## src/rtl/pcirq_pkg.sv

```systemverilog
package pcirq_pkg;
  localparam int unsigned PORT_W      = 8;
  localparam int unsigned ADDR_W      = 6;
  localparam logic [7:0]  LIVE_BITS   = 8'hC3;
  localparam logic [5:0]  ADDR_ENABLE = 6'h2E;
  localparam logic [5:0]  ADDR_FLAGS  = 6'h2F;

  typedef enum logic [1:0] {
    SEL_NONE  = 2'd0,
    SEL_EN    = 2'd1,
    SEL_FLAG  = 2'd2
  } reg_sel_e;
endpackage

```

## src/rtl/pcirq_sync.sv

```systemverilog
module pcirq_sync #(
  parameter int unsigned W      = 8,
  parameter int unsigned STAGES = 2
) (
  input  logic         clk,
  input  logic         rst_n,
  input  logic [W-1:0] async_i,
  output logic [W-1:0] sync_o
);
  logic [W-1:0] stg [STAGES];

  always_ff @(posedge clk or negedge rst_n) begin
    if (!rst_n) stg[0] <= '0;
    else        stg[0] <= async_i;
  end

  for (genvar k = 1; k < STAGES; k++) begin : g_stage
    always_ff @(posedge clk or negedge rst_n) begin
      if (!rst_n) stg[k] <= '0;
      else        stg[k] <= stg[k-1];
    end
  end

  assign sync_o = stg[STAGES-1];
endmodule

```

## src/rtl/pcirq_edge.sv

```systemverilog
module pcirq_edge #(
  parameter int unsigned W       = 8,
  parameter logic [W-1:0] LIVE   = 8'hC3,
  parameter int unsigned ARM_CYC = 3
) (
  input  logic         clk,
  input  logic         rst_n,
  input  logic [W-1:0] level_i,
  input  logic [W-1:0] pol_i,
  output logic [W-1:0] hit_o
);
  localparam int unsigned CW = $clog2(ARM_CYC + 1);
  localparam logic [CW-1:0] ARM_VAL = CW'(ARM_CYC);

  logic [W-1:0]  prev_q;
  logic [CW-1:0] arm_cnt_q;
  logic          armed;

  always_ff @(posedge clk or negedge rst_n) begin
    if (!rst_n) begin
      prev_q    <= '0;
      arm_cnt_q <= '0;
    end else begin
      prev_q <= level_i;
      if (arm_cnt_q != ARM_VAL) arm_cnt_q <= arm_cnt_q + 1'b1;
    end
  end

  assign armed = (arm_cnt_q == ARM_VAL);

  for (genvar i = 0; i < W; i++) begin : g_bit
    if (LIVE[i]) begin : g_live
      logic rise, fall;
      assign rise     = level_i[i] & ~prev_q[i];
      assign fall     = ~level_i[i] & prev_q[i];
      assign hit_o[i] = armed & (pol_i[i] ? rise : fall);
    end else begin : g_dead
      assign hit_o[i] = 1'b0;
    end
  end
endmodule

```

## src/rtl/pcirq_regs.sv

```systemverilog
module pcirq_regs #(
  parameter int unsigned W     = 8,
  parameter logic [W-1:0] LIVE = 8'hC3
) (
  input  logic         clk,
  input  logic         rst_n,
  input  logic         wr_en_i,
  input  logic         wr_flag_i,
  input  logic [W-1:0] wdata_i,
  input  logic [W-1:0] hit_i,
  output logic [W-1:0] en_o,
  output logic [W-1:0] flag_o,
  output logic         irq_o
);
  logic [W-1:0] en_q, flag_q, clr_mask, flag_nxt;
  logic         irq_q;

  assign clr_mask = wr_flag_i ? (wdata_i & LIVE) : '0;
  assign flag_nxt = (flag_q & ~clr_mask) | (hit_i & LIVE);

  always_ff @(posedge clk or negedge rst_n) begin
    if (!rst_n) begin
      en_q   <= '0;
      flag_q <= '0;
      irq_q  <= 1'b0;
    end else begin
      if (wr_en_i) en_q <= wdata_i & LIVE;
      flag_q <= flag_nxt;
      irq_q  <= |(flag_q & en_q & LIVE);
    end
  end

  assign en_o   = en_q;
  assign flag_o = flag_q;
  assign irq_o  = irq_q;
endmodule

```

## src/rtl/pcirq_unit.sv

```systemverilog
module pcirq_unit
  import pcirq_pkg::*;
#(
  parameter int unsigned PORT_W_P    = PORT_W,
  parameter int unsigned ADDR_W_P    = ADDR_W,
  parameter logic [PORT_W_P-1:0] LIVE_MASK = LIVE_BITS,
  parameter logic [ADDR_W_P-1:0] EN_ADDR   = ADDR_ENABLE,
  parameter logic [ADDR_W_P-1:0] FLAG_ADDR = ADDR_FLAGS,
  parameter int unsigned SYNC_STAGES = 2
) (
  input  logic                clk,
  input  logic                rst_n,
  input  logic [PORT_W_P-1:0] pins_i,
  input  logic [PORT_W_P-1:0] pol_i,
  input  logic                bus_sel,
  input  logic                bus_wr,
  input  logic [ADDR_W_P-1:0] bus_addr,
  input  logic [PORT_W_P-1:0] bus_wdata,
  output logic [PORT_W_P-1:0] bus_rdata,
  output logic                irq_o
);
  localparam int unsigned ARM_CYC = SYNC_STAGES + 1;

  reg_sel_e            rsel;
  logic                wr_en_s, wr_flag_s;
  logic [PORT_W_P-1:0] level_s, edge_hit, en_q, flag_q;

  always_comb begin
    if (bus_addr == EN_ADDR)        rsel = SEL_EN;
    else if (bus_addr == FLAG_ADDR) rsel = SEL_FLAG;
    else                            rsel = SEL_NONE;
  end

  assign wr_en_s   = bus_sel & bus_wr & (rsel == SEL_EN);
  assign wr_flag_s = bus_sel & bus_wr & (rsel == SEL_FLAG);

  pcirq_sync #(.W(PORT_W_P), .STAGES(SYNC_STAGES)) u_sync (
    .clk(clk), .rst_n(rst_n), .async_i(pins_i), .sync_o(level_s)
  );

  pcirq_edge #(.W(PORT_W_P), .LIVE(LIVE_MASK), .ARM_CYC(ARM_CYC)) u_edge (
    .clk(clk), .rst_n(rst_n), .level_i(level_s), .pol_i(pol_i), .hit_o(edge_hit)
  );

  pcirq_regs #(.W(PORT_W_P), .LIVE(LIVE_MASK)) u_regs (
    .clk(clk), .rst_n(rst_n), .wr_en_i(wr_en_s), .wr_flag_i(wr_flag_s),
    .wdata_i(bus_wdata), .hit_i(edge_hit), .en_o(en_q), .flag_o(flag_q),
    .irq_o(irq_o)
  );

  always_comb begin
    unique case (rsel)
      SEL_EN:   bus_rdata = en_q & LIVE_MASK;
      SEL_FLAG: bus_rdata = flag_q & LIVE_MASK;
      default:  bus_rdata = '0;
    endcase
  end
endmodule

```

## config.mk

```make
export PLATFORM = sky130hd
export DESIGN_NAME = pcirq_unit
export DESIGN_NICKNAME = d
export VERILOG_FILES = /design/src/rtl/pcirq_pkg.sv /design/src/rtl/pcirq_sync.sv /design/src/rtl/pcirq_edge.sv /design/src/rtl/pcirq_regs.sv /design/src/rtl/pcirq_unit.sv
export SDC_FILE = /design/constraint.sdc
export NUM_CORES = 1
export LEC_CHECK = 0
export ABC_AREA = 0
export BUFFER_PORTS_ARGS = -buffer_cell sky130_fd_sc_hd__buf_2
export CAP_MARGIN = 20
export CORE_MARGIN = 5
export CORE_UTILIZATION = 40
export DETAILED_ROUTE_END_ITERATION = 8
export PLACE_DENSITY = 0.64
export SLEW_MARGIN = 20
export SYNTH_ARGS = -nofsm -noshare
export SYNTH_HDL_FRONTEND = slang
export SYNTH_HIERARCHICAL = 1
export SYNTH_SLANG_ARGS = --single-unit
```

## constraint.sdc

```tcl
create_clock -name clk -period 3.2 [get_ports clk]
set_clock_uncertainty 0.1 [all_clocks]
set_input_delay 0.96 -clock clk [delete_from_list [all_inputs] [get_ports clk]]
set_output_delay 0.96 -clock clk [all_outputs]
set_load 0.05 [all_outputs]
```

Yosys cells after proc, flatten, opt, wreduce, memory -nomap -nowiden:

Cells that the tools add are included.

* reductions and logical operators: 1
* bitwise gates (word level): 27
* equal/unequal tests: 6
* add/sub/neg operators: 1
* mux-type cells: 8

Operator list (count)
* $and A8 B8 Y8: 2
* $pmux W8 S2: 1
* $and A1 B1 Y1: 15
* $eq A6 B6 Y1 const B: 2
* $mux W8: 1
* $not A1 Y1: 8
* $not A8 Y8: 1
* $or A8 B8 Y8: 1
* $eq A2 B2 Y1 const B: 2
* $mux W1: 4
* $mux W2: 2
* $reduce_or A4 Y1: 1
* $add A2 B1 Y2 const B: 1
* $eq A2 B1 Y1 const B: 1
* $ne A2 B2 Y1 const B: 1

* bits in registers: 39
* output and inout bits: 9
* word-level logic and storage cells: 50
* input bits: 34

Logic depth before layout (Yosys ltp):

Gate-level depths: netlist of the first run.

* word-level depth: 9
* depth in mapped cells: 5
* depth with buffers taken out: 4

Hierarchy:

The synthesis of the first run kept the hierarchy.

By module, submodules not included
* pcirq_sync: seq. area each 400.4 um^2, instances 1, cells each 24, area an instance 460.4 um^2
* pcirq_regs: seq. area each 225.2 um^2, instances 1, cells each 33, area an instance 397.9 um^2
* pcirq_edge: seq. area each 150.1 um^2, instances 1, cells each 27, area an instance 326.6 um^2
* pcirq_unit: seq. area each 0.0 um^2, instances 1, cells each 20, area an instance 167.7 um^2

Worst setup path after synthesis of the first run:

No wires, ideal clock.

* path type: input to output
* from: in bus_addr[4]
* to: out bus_rdata[0]
* stages: 2
* data arrival time: 2.274 ns
* slack: -0.134 ns
* required time: 2.140 ns
* cells stage by stage: nand4b_4 -> nor3_1

* cells in the longest elaborated chain, start to end: 5
* elaborated cells between the ends (all ways): 7
* classes of those cells: 4 x eq/ne; 3 x mux

Ends and longest elaborated chain
* start, declared: RTL line pcirq_unit.sv:17 `input logic [ADDR_W_P-1:0] bus_addr,`
* $eq A6 B6 Y1: RTL line pcirq_unit.sv:30 `else if (bus_addr == FLAG_ADDR) rsel = SEL_FLAG;`
* $mux W2: RTL line pcirq_unit.sv:30
* $mux W2 (*): RTL line pcirq_unit.sv:29 `if (bus_addr == EN_ADDR) rsel = SEL_EN;`
* $eq A2 B2 Y1 or $eq A2 B1 Y1 (tied branches): RTL line pcirq_unit.sv:52 `unique case (rsel)`
* $pmux W8 S2 (*): RTL line pcirq_unit.sv:52
* end, declared: RTL line pcirq_unit.sv:19 `output logic [PORT_W_P-1:0] bus_rdata,`

Every way passes the cells marked *; elsewhere a longest branch is shown, timed or not.

Worst setup path in the final report of the first run:

* from: in bus_addr[4]
* to: out bus_rdata[1]

Same word-level chain as after synthesis.

==> results of run 1 <==
layout by cell type, fill, tap and decap left out:
master,instances
buf_2,26
dfrtp_1,23
nand2_1,10
nor3_1,5
mux2i_1,4
conb_1,4
nand4bb_1,4
nand4b_1,4
a21o_1,4
mux2_1,4
clkbuf_4,3
a22oi_1,2
inv_1,1
nand4b_4,1
nand3_1,1
nor4_4,1
clkbuf_1,1
xnor2_1,1
mux2_4,1
ha_1,1
power breakdown:
part,internal [mW],switching [mW]
Combinational,0.0248,0.0461
Clock,0.0484,0.0751
Sequential,0.306,0.00698
per-stage QoR:
stage	TNS (ps)	setup WS, ps	power, mW	cells	util
floorplan	-536	-134	0.371	81	-
global placement	0	405	0.389	127	0.457
detailed placement	0	390	0.391	127	0.457
CTS	0	389	0.520	131	0.467
global route	0	275	0.543	131	0.467
finish	0	393	0.507	131	0.467
worst paths after layout:
kind,to,cells past startpoint,startpoint,slack (ps)
worst min register to register,u_sync/sync_o[6],0,u_sync/stg[14],260
worst max register to register,u_edge/arm_cnt_q[1],2,u_edge/arm_cnt_q[0],1870
worst max-delay path,bus_rdata[1],4,bus_addr[4],390
worst min-delay path,u_sync/sync_o[6],0,u_sync/stg[14],260
max in group asynchronous,u_sync/sync_o[6],1,rst_n,2160
min in group asynchronous,u_sync/stg[9],1,rst_n,510
per-layer routing:
layer	GRT usage	part of all wire
met3	0.0277	0.12
met4	0.0464	0.0045
met2	0.151	0.41
met5	0	0
met1	0.129	0.46
cell type report:
type / instances / share of cell area
tap: 30 / 0.0327
timing repair buffer: 26 / 0.113
sequential: 23 / 0.502
clock buffer: 4 / 0.0229
inverter: 1 / 0.00327
multi-input combinational: 47 / 0.326
worst max-delay path, delay by kind of cell:
family / cells / cell delay (ps)
AND/OR/NAND/NOR: 2 / 400
buffers and inverters: 2 / 390
state kept, by name, indices dropped and copies added, names as in the netlist:
name,flops
u_sync/stg,4
u_regs/flag_o,4
u_edge/prev_q,4
u_edge/arm_cnt_q,2
u_regs/en_o,4
u_regs/irq_o,1
u_sync/sync_o,4
==> reports/qor.csv, run 1 <==
metric,value,unit
DR DRC count,0,
Peak VDD IR,0.348,mV
final hold violation count,0,
area of the multi-input gates,374,sq um
dpl cell area,1120,sq um
run status,"complete, no violations",
slowest stage cell on the critical path,buf_2,
post_cts resized,0,
hold_buf cts,0,
total wire length,1.55,mm
Antenna diodes,0,
gpl congestion,0.636,
RSZ-0062 raised after global routing,false,
core area,2450,sq um
Setup crit start kind,primary input,
largest net degree at the start of global routing,24,
CTS Buffer Depth,2,
remaining antenna violation count after routing,0,
TritonCTS buffer count,3,
HPWL after DPL,1.22,mm
Crit Path Category,primary input to output port,
CTS tree,done,
initial antenna violation count,0,
H-Tree Depth,1,
Synth warnings,6,
vias,631,
Critical Path AT,1750,ps
nets,137,
port bufs,26,
Mean Syn Cell Area,13.1,sq um
drt first-iter violations,15,
Post-CTS Setup Repair Bufs,0,
Worst Tran Pin Value,516,ps
setup violation total in the final timing report,0,
gr usage total,0.0984,
Max-cap violations,0,
worst skew pair latency,290,ps
fin. max-slew vios,0,
Pwr Density,442,nW/um^2
Initial DRT Pass Iterations,4,
Hold Worst Slack,258,ps
site row count,18,
"Max FO, Critical Path",6,
crit end category,output port,
Synth Instances,78,
Slew HR,0.653,
Worst-path clk slew,110,ps
WL/cell,11.8,um
Starting Density,0.417,
Tcrit/Tclk final,0.877,
IO Pins,43,
crit path cell chain,buf_2 > nand4b_4 > nor3_1 > buf_2,
ratio of cells with drive above 1 in the final layout,0.317,
vias per inst,4.82,
synthesis-to-finish area growth,12.0,%
Max stage delay on crit path,290,ps
Die ar.,3670,sq um
# fillers,245,
first-pass GRT wire length,2.67,mm
CP dominant cell by count,buf_2,
mapped cell area,1020,sq um
clock root buffer,clkbuf_4,
vias in the first global route,621,
fin crit period,2810,ps
total grt overflow,0,
Die Width,60.6,um
die height,60.6,um
fmax,0.356,GHz
LEAKAGE,0.554,nW
"Req. time, crit path",2140,ps
"Design Area, Final",1150,sq um
hold crit path type,register to register,
register area,576,sq um
CTS sink count,23,
(Power assumes the default switching activity.)
==> inputs of run 2 (changes only) <==
- BUFFER_PORTS_ARGS: -buffer_cell sky130_fd_sc_hd__buf_2 -> -buffer_cell sky130_fd_sc_hd__buf_4
==> reports/qor.csv, run 2 (same netlist as run 1, synthesis figures left out) <==
metric,value,unit,change
Max-cap violations,0,,unchanged
Initial DRT Pass Iterations,4,,unchanged
RSZ-0062 raised after global routing,false,,
dpl cell area,1190,sq um,+5.8%
crit end category,output port,,
port bufs,26,,unchanged
Slew HR,0.644,,-0.00983
vias in the first global route,711,,+14%
largest net degree at the start of global routing,24,,unchanged
drt first-iter violations,7,,-8
vias,648,,+2.7%
run status,"complete, no violations",,
TritonCTS buffer count,3,,unchanged
"Max FO, Critical Path",6,,unchanged
CP dominant cell by count,buf_4,,
Comb pwr share,0.155,,+0.015
core area,2450,sq um,unchanged
Pwr Density,426,nW/um^2,-3.6%
"Req. time, crit path",2140,ps,about the same
Internal,0.388,mW,+2.5%
fin. max-slew vios,0,,unchanged
gpl congestion,0.655,,+2.9%
hold crit path type,register to register,,
total wire length,1.63,mm,+5.7%
fmax,0.358,GHz,+0.44%
Worst-path clk slew,110,ps,about the same
H-Tree Depth,1,,unchanged
ratio of cells with drive above 1 in the final layout,0.317,,unchanged
crit path cell chain,buf_4 > nand4b_4 > nor3_1 > buf_4,,
fin crit period,2790,ps,-12.3 ps
vias per inst,4.95,,+2.7%
Final Power,0.517,mW,+1.9%
hold_buf cts,0,,unchanged
nets,137,,unchanged
synthesis-to-finish area growth,18.3,%,
final hold violation count,0,,unchanged
setup violation total in the final timing report,0,,unchanged
HPWL after DPL,1.32,mm,+8.5%
CTS tree,done,,
Tcrit/Tclk final,0.873,,-0.00384
Sw Share,0.248,,-0.00434
Setup crit start kind,primary input,,
"commonest non-fill, non-tap cell in the layout",buf_4,,
worst skew pair latency,290,ps,about the same
total grt overflow,0,,unchanged
Crit Path Category,primary input to output port,,
die height,60.6,um,unchanged
post_cts resized,0,,unchanged
most frequent cells in the layout,"buf_4 (26), dfrtp_1 (23), nand2_1 (10), nor3_1 (5)",,
CP top delay family,simple AND/OR/NAND/NOR gates,,
slowest stage cell on the critical path,buf_4,,
"Design Area, Final",1210,sq um,+5.7%
Layout Utilization,0.494,,+0.0265
WL/cell,12.5,um,+5.7%
Hold Worst Slack,261,ps,+2.49 ps
DR DRC count,0,,unchanged
Setup TNS Final,0,ps,unchanged
LEAKAGE,0.572,nW,+3.3%
site row count,18,,unchanged
clock root buffer,clkbuf_4,,
CTS sink count,23,,unchanged
Antenna diodes,0,,unchanged
Critical Path AT,1730,ps,-20 ps
CTS Buffer Depth,2,,unchanged
Die Width,60.6,um,unchanged
gr usage total,0.107,,+0.00877
Post-CTS Setup Repair Bufs,0,,unchanged
Die ar.,3670,sq um,unchanged
Max stage delay on crit path,240,ps,-50 ps
remaining antenna violation count after routing,0,,unchanged
initial antenna violation count,0,,unchanged
Flop pwr share,0.607,,-0.010
Starting Density,0.417,,unchanged
IO Pins,43,,unchanged
Worst Tran Pin Value,531,ps,+14.6 ps
WP buf/inv,2,,unchanged
first-pass GRT wire length,2.94,mm,+10%
Clk pwr share,0.238,,-0.006
switching power,0.128,mW,+0.14%
Peak VDD IR,0.309,mV,-11%
==> run 2: cell counts in the layout (fill, tap and decap cells not counted) <==
No cell type changed its count.
==> run 2: worst register-to-register path, stage by stage (launching register included) <==
cell	delay (ps)
dfrtp_1	410
ha_1	340
nand4bb_1	160
nand2_1	60
a21o_1	150
==> run 2: final cells by class <==
type	instances	area, sq um
multi-input cells	47	374
inverters	1	3.75
repair buffers	26	195
clock buffers	4	26.3
well taps	30	37.5
flip-flops and latches	23	576
fillers	237	1240
==> run 2: power groups by stage <==
stage,clock network (mW),logic (mW),registers [mW]
global route,0.149,0.0868,0.316
CTS,0.132,0.0816,0.314
finish,0.123,0.0802,0.313
global placement,0,0.0803,0.318
floorplan,0,0.0431,0.328
detailed placement,0,0.0815,0.319
==> run 2: path summary, 6_finish.rpt <==
path | from | end | slack (ps) | cells after the start
worst max-delay path | bus_addr[4] | bus_rdata[6] | 410 | 4
worst min-delay path | u_sync/stg[8] | u_sync/sync_o[0] | 260 | 0
worst max register to register | u_edge/arm_cnt_q[0] | u_regs/flag_o[7] | 1870 | 4
worst min register to register | u_sync/stg[8] | u_sync/sync_o[0] | 260 | 0
max in group asynchronous | rst_n | u_regs/flag_o[6] | 2350 | 1
min in group asynchronous | rst_n | u_sync/stg[8] | 430 | 1
==> run 2: per-layer routing <==
| layer | track usage | part of all wire | vias up |
|---|---|---|---|
| li1 | - | - | 310 |
| met1 | 0.116 | 0.38 | 309 |
| met2 | 0.186 | 0.48 | 27 |
| met3 | 0.0340 | 0.13 | 2 |
| met4 | 0.0557 | 0.0043 | 0 |
| met5 | 0 | 0 | - |
==> run 2: per-stage QoR <==
| stage | setup WS, ps | cells |
|---|---|---|
| 3_3_place_gp | 436 | 127 |
| 3_5_place_dp | 406 | 127 |
| 5_1_grt | 371 | 131 |
| 2_1_floorplan | -134 | 81 |
| 6_report | 405 | 131 |
| 4_1_cts | 406 | 131 |
